[src/rtl/pin_irq_pkg.sv]
package pin_irq_pkg;
  localparam int unsigned REG_AW = 6;
  typedef logic [REG_AW-1:0] reg_ofs_t;

  localparam reg_ofs_t OFS_MODE    = 6'h00;
  localparam reg_ofs_t OFS_REN     = 6'h04;
  localparam reg_ofs_t OFS_REN_SET = 6'h08;
  localparam reg_ofs_t OFS_REN_CLR = 6'h0C;
  localparam reg_ofs_t OFS_FEN     = 6'h10;
  localparam reg_ofs_t OFS_FEN_SET = 6'h14;
  localparam reg_ofs_t OFS_FEN_CLR = 6'h18;
  localparam reg_ofs_t OFS_RFLAG   = 6'h1C;
  localparam reg_ofs_t OFS_FFLAG   = 6'h20;
  localparam reg_ofs_t OFS_STAT    = 6'h24;
endpackage

[src/rtl/pin_irq_sync.sv]
module pin_irq_sync #(
  parameter int unsigned NCH    = 8,
  parameter int unsigned STAGES = 2
) (
  input  logic           clk_i,
  input  logic           rst_ni,
  input  logic [NCH-1:0] pin_i,
  output logic [NCH-1:0] smp_o,
  output logic [NCH-1:0] rise_o,
  output logic [NCH-1:0] fall_o
);
  logic [NCH-1:0] stg_q [STAGES];
  logic [NCH-1:0] prev_q;

  always_ff @(posedge clk_i or negedge rst_ni) begin
    if (!rst_ni) begin
      for (int i = 0; i < STAGES; i++) stg_q[i] <= '0;
      prev_q <= '0;
    end else begin
      stg_q[0] <= pin_i;
      for (int i = 1; i < STAGES; i++) stg_q[i] <= stg_q[i-1];
      prev_q <= stg_q[STAGES-1];
    end
  end

  assign smp_o  = stg_q[STAGES-1];
  assign rise_o = smp_o & ~prev_q;
  assign fall_o = ~smp_o & prev_q;
endmodule

[src/rtl/pin_irq_regs.sv]
module pin_irq_regs
  import pin_irq_pkg::*;
#(
  parameter int unsigned NCH = 8,
  parameter int unsigned DW  = 32
) (
  input  logic           clk_i,
  input  logic           rst_ni,
  input  logic           req_i,
  input  logic           we_i,
  input  reg_ofs_t       addr_i,
  input  logic [DW-1:0]  wdata_i,
  output logic [DW-1:0]  rdata_o,
  input  logic [NCH-1:0] rflag_i,
  input  logic [NCH-1:0] fflag_i,
  input  logic [NCH-1:0] stat_i,
  output logic [NCH-1:0] mode_o,
  output logic [NCH-1:0] ren_o,
  output logic [NCH-1:0] fen_o,
  output logic [NCH-1:0] clr_r_o,
  output logic [NCH-1:0] clr_f_o,
  output logic [NCH-1:0] clr_st_o
);
  logic           wr;
  logic [NCH-1:0] wd;
  logic [NCH-1:0] mode_q, ren_q, fen_q, rsel;

  assign wr = req_i & we_i;
  assign wd = wdata_i[NCH-1:0];

  generate
    if (DW > NCH) begin : g_pad
      logic unused_hi;
      assign unused_hi = ^wdata_i[DW-1:NCH];
    end
  endgenerate

  always_ff @(posedge clk_i or negedge rst_ni) begin
    if (!rst_ni) begin
      mode_q <= '0;
      ren_q  <= '0;
      fen_q  <= '0;
    end else if (wr) begin
      case (addr_i)
        OFS_MODE:    mode_q <= wd;
        OFS_REN:     ren_q  <= wd;
        OFS_REN_SET: ren_q  <= ren_q | wd;
        OFS_REN_CLR: ren_q  <= ren_q & ~wd;
        OFS_FEN:     fen_q  <= wd;
        OFS_FEN_SET: fen_q  <= fen_q | wd;
        OFS_FEN_CLR: fen_q  <= fen_q & ~wd;
        default: ;
      endcase
    end
  end

  assign clr_r_o  = (wr && addr_i == OFS_RFLAG) ? wd : '0;
  assign clr_f_o  = (wr && addr_i == OFS_FFLAG) ? wd : '0;
  assign clr_st_o = (wr && addr_i == OFS_STAT)  ? wd : '0;

  always_comb begin
    case (addr_i)
      OFS_MODE:                          rsel = mode_q;
      OFS_REN, OFS_REN_SET, OFS_REN_CLR: rsel = ren_q;
      OFS_FEN, OFS_FEN_SET, OFS_FEN_CLR: rsel = fen_q;
      OFS_RFLAG:                         rsel = rflag_i;
      OFS_FFLAG:                         rsel = fflag_i;
      OFS_STAT:                          rsel = stat_i;
      default:                           rsel = '0;
    endcase
  end

  assign rdata_o = DW'(rsel);
  assign mode_o  = mode_q;
  assign ren_o   = ren_q;
  assign fen_o   = fen_q;

  // set alias only adds ones
  a_r3_set_alias: assert property (@(posedge clk_i) disable iff (!rst_ni)
    (wr && addr_i == OFS_REN_SET) |=> ren_q == ($past(ren_q) | $past(wd)));
  // clear alias only removes ones
  a_r4_clr_alias: assert property (@(posedge clk_i) disable iff (!rst_ni)
    (wr && addr_i == OFS_FEN_CLR) |=> fen_q == ($past(fen_q) & ~$past(wd)));
endmodule

[src/rtl/pin_irq_chan.sv]
module pin_irq_chan (
  input  logic clk_i,
  input  logic rst_ni,
  input  logic lvl_i,
  input  logic ren_i,
  input  logic fen_i,
  input  logic smp_i,
  input  logic rise_i,
  input  logic fall_i,
  input  logic clr_r_i,
  input  logic clr_f_i,
  input  logic clr_st_i,
  output logic rflag_o,
  output logic fflag_o,
  output logic stat_o
);
  logic rflag_q, fflag_q;

  // detection outranks a concurrent clear
  always_ff @(posedge clk_i or negedge rst_ni) begin
    if (!rst_ni) begin
      rflag_q <= 1'b0;
      fflag_q <= 1'b0;
    end else if (lvl_i) begin
      rflag_q <= 1'b0;
      fflag_q <= 1'b0;
    end else begin
      if (rise_i && ren_i)          rflag_q <= 1'b1;
      else if (clr_r_i || clr_st_i) rflag_q <= 1'b0;
      if (fall_i && fen_i)          fflag_q <= 1'b1;
      else if (clr_f_i || clr_st_i) fflag_q <= 1'b0;
    end
  end

  assign rflag_o = rflag_q;
  assign fflag_o = fflag_q;
  assign stat_o  = lvl_i ? (ren_i & ~(smp_i ^ fen_i)) : (rflag_q | fflag_q);

  a_r9_rise_beats_clear: assert property (@(posedge clk_i) disable iff (!rst_ni)
    (!lvl_i && rise_i && ren_i) |=> rflag_o);
  a_r6_fall_latch: assert property (@(posedge clk_i) disable iff (!rst_ni)
    (!lvl_i && fall_i && fen_i) |=> fflag_o);
  a_r10_level_no_flags: assert property (@(posedge clk_i) disable iff (!rst_ni)
    lvl_i |=> (!rflag_o && !fflag_o));
  a_r11_edge_hold: assert property (@(posedge clk_i) disable iff (!rst_ni)
    (!lvl_i && stat_o && !clr_r_i && !clr_f_i && !clr_st_i) |=> (stat_o || lvl_i));
endmodule

[src/rtl/pin_irq_ctrl.sv]
module pin_irq_ctrl
  import pin_irq_pkg::*;
#(
  parameter int unsigned NCH         = 8,
  parameter int unsigned DW          = 32,
  parameter int unsigned SYNC_STAGES = 2
) (
  input  logic              clk_i,
  input  logic              rst_ni,
  input  logic [NCH-1:0]    pin_i,
  input  logic              req_i,
  input  logic              we_i,
  input  logic [REG_AW-1:0] addr_i,
  input  logic [DW-1:0]     wdata_i,
  output logic [DW-1:0]     rdata_o,
  output logic [NCH-1:0]    irq_o
);
  logic [NCH-1:0] smp, rise, fall;
  logic [NCH-1:0] mode, ren, fen, clr_r, clr_f, clr_st;
  logic [NCH-1:0] rflag, fflag, stat;

  pin_irq_sync #(.NCH(NCH), .STAGES(SYNC_STAGES)) i_sync (
    .clk_i, .rst_ni, .pin_i,
    .smp_o(smp), .rise_o(rise), .fall_o(fall)
  );

  pin_irq_regs #(.NCH(NCH), .DW(DW)) i_regs (
    .clk_i, .rst_ni, .req_i, .we_i, .addr_i, .wdata_i, .rdata_o,
    .rflag_i(rflag), .fflag_i(fflag), .stat_i(stat),
    .mode_o(mode), .ren_o(ren), .fen_o(fen),
    .clr_r_o(clr_r), .clr_f_o(clr_f), .clr_st_o(clr_st)
  );

  for (genvar c = 0; c < NCH; c++) begin : g_ch
    pin_irq_chan i_chan (
      .clk_i, .rst_ni,
      .lvl_i(mode[c]), .ren_i(ren[c]), .fen_i(fen[c]),
      .smp_i(smp[c]), .rise_i(rise[c]), .fall_i(fall[c]),
      .clr_r_i(clr_r[c]), .clr_f_i(clr_f[c]), .clr_st_i(clr_st[c]),
      .rflag_o(rflag[c]), .fflag_o(fflag[c]), .stat_o(stat[c])
    );
  end

  assign irq_o = stat;
endmodule

[config.mk]
export PLATFORM = sky130hd
export DESIGN_NAME = pin_irq_ctrl
export DESIGN_NICKNAME = d
export VERILOG_FILES = /design/src/rtl/pin_irq_pkg.sv /design/src/rtl/pin_irq_sync.sv /design/src/rtl/pin_irq_regs.sv /design/src/rtl/pin_irq_chan.sv /design/src/rtl/pin_irq_ctrl.sv
export SDC_FILE = /design/constraint.sdc
export NUM_CORES = 1
export LEC_CHECK = 0
export ABC_AREA = 1
export BUFFER_PORTS_ARGS = -buffer_cell sky130_fd_sc_hd__buf_2
export CORE_MARGIN = 2
export CORE_UTILIZATION = 44
export CTS_CLUSTER_SIZE = 25
export DETAILED_ROUTE_END_ITERATION = 7
export PLACE_DENSITY = 0.72
export SYNTH_ARGS = -nofsm -noshare
export SYNTH_HDL_FRONTEND = slang
export SYNTH_SLANG_ARGS = --single-unit
[constraint.sdc]
create_clock -name clk_i -period 1.3 [get_ports clk_i]
set_input_delay 0.195 -clock clk_i [delete_from_list [all_inputs] [get_ports clk_i]]
set_output_delay 0.195 -clock clk_i [all_outputs]
set_load 0.05 [all_outputs]
After elaboration in Yosys (flattened, before gate mapping)
Cells that the tools add are included.
W data, S select, Z words.
{ "word_totals": {"romBits": 0, "latch_bits": 0, "elab_cells": 194, "n_memories": 0, "in_bits": 50, "mem_bits_rw": 0, "reg_bits": 64} }
{ "classes": {"div": 0, "n_addsub": 0, "order_cmp": 0, "bitwise": 42, "mul": 0, "shift": 0, "n_mux": 62, "n_reduce_logical": 59, "eq_ne": 9} }
{ "ops": {"columns": ["operator", "count"], "rows": [
  ["$mux W1", 56],
  ["$reduce_bool A3 Y1", 18],
  ["$pmux W8 S3", 2],
  ["$pmux W8 S6", 1],
  ["$and A8 B8 Y8", 4],
  ["$eq A6 B5 Y1 const B", 4],
  ["$mux W8", 3],
  ["$not A8 Y8", 3],
  ["$logic_and A1 B1 Y1", 19],
  ["$logic_or A1 B1 Y1", 16],
  ["$or A8 B8 Y8", 2],
  ["$eq A6 B4 Y1 const B", 2],
  ["$eq A6 B6 Y1 const B", 2],
  ["$and A1 B1 Y1", 9],
  ["$not A1 Y1", 8],
  ["$or A1 B1 Y1", 8],
  ["$xor A1 B1 Y1", 8],
  ["$eq A6 B3 Y1 const B", 1],
  ["$logic_not A6 Y1", 1],
  ["$reduce_and A2 Y1", 3],
  ["$reduce_or A3 Y1", 2]
]} }

Logic depth before layout (Yosys ltp)
{ "logic_depth": {"depth_word": 7, "depth_mapped": 8, "mapped_depth_nobuf": 8} }

By module
Synthesis repeated with hierarchy kept, for this count alone.
{ "hier_totals": {"hier_cells": 509, "area_unflattened_um2": 3617.2} }
{ "modules_own_cells": {"columns": ["module", "cells_per_inst", "area_each_um2", "seq_area_each_um2", "instances"], "rows": [
  ["pin_irq_regs", 301, 1875.5, 600.6, 1],
  ["pin_irq_chan", 18, 120.1, 50.0, 8],
  ["pin_irq_sync", 64, 780.7, 600.6, 1]
]} }

Least setup slack after synthesis
No wires, ideal clock.
{ "synth_timing": {"path_type": "input port to output port", "from": "input port addr_i[3]", "to": "output port rdata_o[2]", "setup_slack_ns": -0.156, "n_path_buf": 1, "arrival_time_ns": 1.261, "t_required_ns": 1.105, "cell_stages": 8, "cell_sequence": "nor2_4 nand2_1 nor2_4 buf_4 nand2_1 nand2_1 a21oi_1 nand2_1"} }
{ "synth_via": {"elab_chain_len": 3, "word_cells_on_any_way": 13, "cone_classes": "9 x eq/ne; 1 x mux; 3 x reduce/logical"} }
{ "synth_rtl": {"columns": ["item", "line", "rtl"], "rows": [
  ["start: declaration", "pin_irq_ctrl.sv:13", "input logic [REG_AW-1:0] addr_i,"],
  ["$eq A6 B5 Y1 (tied with other cells)", "pin_irq_regs.sv:62", "case (addr_i)"],
  ["$reduce_or A3 Y1", "pin_irq_regs.sv:62", null],
  ["$pmux W8 S6 (*)", "pin_irq_regs.sv:62", null],
  ["end: declaration", "pin_irq_ctrl.sv:15", "output logic [DW-1:0] rdata_o,"]
]} }
Mark *: on every way between the ends. The rest lies on a longest branch, timed or not.

Final worst setup path
{ "layout_timing": {"from": "register i_regs.fen_q[3] (netlist: i_regs.fen_o[3])", "to": "output port rdata_o[3]"} }
{ "layout_via": {"elab_chain_len": 5} }
{ "layout_rtl": {"columns": ["item", "line", "rtl"], "rows": [
  ["start: declaration", "pin_irq_regs.sv:26", "logic [NCH-1:0] mode_q, ren_q, fen_q, rsel;"],
  ["start signal: assignment", "pin_irq_regs.sv:49", "OFS_FEN: fen_q <= wd;"],
  ["start signal: assignment", "pin_irq_regs.sv:50", "OFS_FEN_SET: fen_q <= fen_q | wd;"],
  ["start signal: assignment", "pin_irq_regs.sv:51", "OFS_FEN_CLR: fen_q <= fen_q & ~wd;"],
  ["$xor A1 B1 Y1", "pin_irq_chan.sv:37", "assign stat_o = lvl_i ? (ren_i & ~(smp_i ^ fen_i)) : (rflag_q | fflag_q);"],
  ["$not A1 Y1", "pin_irq_chan.sv:37", null],
  ["$and A1 B1 Y1", "pin_irq_chan.sv:37", null],
  ["$mux W1", "pin_irq_chan.sv:37", null],
  ["$pmux W8 S6 (*)", "pin_irq_regs.sv:62", null]
]} }
Marks and branches as above.

==> results_dict.tcl <==
set metrics [dict create \
    status "finished, violations left" \
    synthFlopType "dfrtp_1" \
    syn_inst 420 \
    viasPerCell 5.23 \
    holdWs_ps 156 \
    cts_buffers 9 \
    die_area_um2 8420 \
    p_per_area_nw_per_um2 1420 \
    grt_max_degree 65 \
    antenna_found_initial 0 \
    drtPass1Iterations 7 \
    num_rows 31 \
    synth_area_um2 3390 \
    path_max_fanout 4 \
    clkTransAtPathRegs_ps 80 \
    synth_seq_cells 64 \
    ys_seq_area_share_pct 47.3 \
    clock_sinks 64 \
    cts.root.buffer_cell "clkbuf_8" \
    core-area_um2 7370 \
    grt_pass1_vias 3479 \
    synth-edff-count 0 \
    finalMaxSlewViolations 0 \
    ant_nets 0 \
    setup_viol_count_final 16 \
    ir_drop_uv 836 \
    area_growth_pct 43.6 \
    die_h_um 91.7 \
    vias 3461 \
    p_leak_nw 2.34 \
    drive_above_1_share_pct 39.6 \
    layout_commonest_cell "buf_4" \
    grtUsageTotal_pct 23.8 \
    combPwrFrac_pct 36.4 \
    fmax_mhz 606 \
    rsz0062_at_grt "yes" \
    setup_ws_ps -350 \
    routed.top_layer "met4" \
    start_util_pct 46.0 \
    htreeDepth 3 \
    cp.required_ps 1110 \
    clockBufferDepth 2 \
    layout_common_cells "buf_4 (88), nand2_1 (79), dfrtp_1 (61), nand3_1 (35), a21oi_1 (32)" \
    p_sw_share_pct 36.0 \
    insertion_delay_ps 350 \
    failed_checks "setup timing" \
    diodes 0 \
    crit_type "reg2out" \
    clkPwrFrac_pct 24.7 \
    yosysTopAreaCell "dfrtp_1" \
    drt-initial-drc-count 239 \
    drv_cap 0 \
    ioPinCount 90 \
    synth.area.top_cells "dfrtp_1 (47%), nand2_1 (10%), buf_4 (7.3%)" \
    cts_tree "yes" \
    avgSynthCellArea_um2 8.06 \
    crit_path_end_kind "primary output" \
    min_path_type "in2reg" \
    io_buffers 41 \
    met3WireLength_um 669 \
    period_share_pct 127 \
    pwr-share-seq_pct 38.9 \
    worstPathArrival_ps 1450 \
    synth_cell_types 27 \
    totalWireLength_mm 9.46 \
    internal_power_w 0.00443 \
    p_sw_w 0.00249 \
    die_width_um 91.7 \
    skew_ps 7.18 \
    cp-start-kind "flip-flop" \
    wl_per_cell_um 14.3 \
    place_congestion 0.966 \
    yosys.area.top_type_share_pct 47.3 \
    grt_first_pass_wirelength_mm 15.8 \
    hpwlAfterDp_mm 6.59 \
    period_minus_slack_ps 1650 \
    drt-met1-wl_mm 3.85 \
    grt-ovfl-total 0 \
    wl_met2_mm 4.63 \
    nets 608 \
    drc_errors 0 \
    yosysWarnings 0 \
    finalCoreUtilization_pct 66.0 \
    ys_async_sr_fraction_pct 100 \
    final_hold_viol_count 0 \
]
timing repair:
item / in CTS / in global routing
pin swaps: 10 / 14
hold buffers: 9 / 0
gates resized for setup: 78 / 26
hold endpoints to repair: 72 / 0
setup endpoints to repair: 16 / 25
setup buffers: 9 / 4
final cells by class:
| type | count | area (um^2) |
|---|---|---|
| fillers | 613 | 2500 |
| multi-input cells | 305 | 1630 |
| flip-flops and latches | 64 | 1610 |
| repair buffers | 141 | 1160 |
| clock buffers | 11 | 141 |
| inverters | 37 | 139 |
| well taps | 99 | 124 |
| clock inverters | 5 | 56.3 |
cell families after synthesis:
group                  after synthesis  share of synthesized area, %
AOI/OAI and AO/OA                   81                          12.8
and+or+nand+nor                    200                          27.7
other                                1                         0.111
buffers and inverters               74                          12.1
DFF                                 64                          47.3
per-stage QoR:
stage	cells	power [W]	TNS [ps]	setup slack, ps	cell area [um^2]
6_report	662	0.00692	-4870	-350	4860
5_1_grt	662	0.00730	-6170	-432	4860
4_1_cts	658	0.00687	-4640	-332	4780
3_5_place_dp	624	0.00469	-7940	-348	4190
3_3_place_gp	624	0.00464	-6780	-339	4190
2_1_floorplan	443	0.00403	-24.7	-24.7	3510
routing by layer:
layer  global-route usage, %  vias to the layer above
met4                    10.6                        0
met3                    5.51                       31
met5                       0                        -
met1                    29.4                     1631
met2                    39.7                      162
li1                        -                     1637
cell usage after synthesis (3+ instances only):
master and number:
nand3_1 43, o22ai_1 6, dfrtp_1 64, nand2_1 93, o211a_1 3, inv_2 3, nor2_1 26, nor3_1 7
inv_1 34, nor2_4 6, o21ai_0 24, buf_4 33, a21oi_1 46, nand4_1 17
final timing paths:
path                                       start                     end  slack (ps)  cells after the start
worst max-delay path             i_regs.fen_o[3]              rdata_o[3]        -350                      7
worst min-delay path                  wdata_i[1]         i_regs.fen_o[1]         160                      3
worst max register to register   i_sync.smp_o[7]  g_ch[7].i_chan.rflag_o         280                      6
worst min register to register  i_sync.stg_q[10]         i_sync.smp_o[2]         350                      0
max in group asynchronous                 rst_ni        i_regs.mode_o[7]         620                      3
min in group asynchronous                 rst_ni         i_sync.smp_o[3]         370                      3
power groups by stage:
| stage | Combinational [W] | Sequential, W | Clock (W) |
|---|---|---|---|
| 2_1_floorplan | 0.00142 | 0.00261 | 0 |
| 3_3_place_gp | 0.00199 | 0.00265 | 0 |
| 3_5_place_dp | 0.00203 | 0.00266 | 0 |
| 4_1_cts | 0.00247 | 0.00266 | 0.00174 |
| 5_1_grt | 0.00272 | 0.00275 | 0.00183 |
| 6_report | 0.00252 | 0.00270 | 0.00171 |
flip-flops by register name, indices dropped and copies added (netlist names):
register	cells
i_sync.stg_q	8
i_sync.prev_q	8
i_regs.fen_o	8
g_ch.i_chan.rflag_o	8
i_regs.mode_o	8
i_sync.smp_o	8
i_regs.ren_o	8
g_ch.i_chan.fflag_o	8
critical path: stages, from the launching register on:
cell and delay (ps):
dfrtp_1 420, inv_2 60, nand2_2 60, nand3_2 80, a21oi_2 190, a21oi_2 80, nand2_2 70, buf_8 140
(Power assumes the default switching activity.)
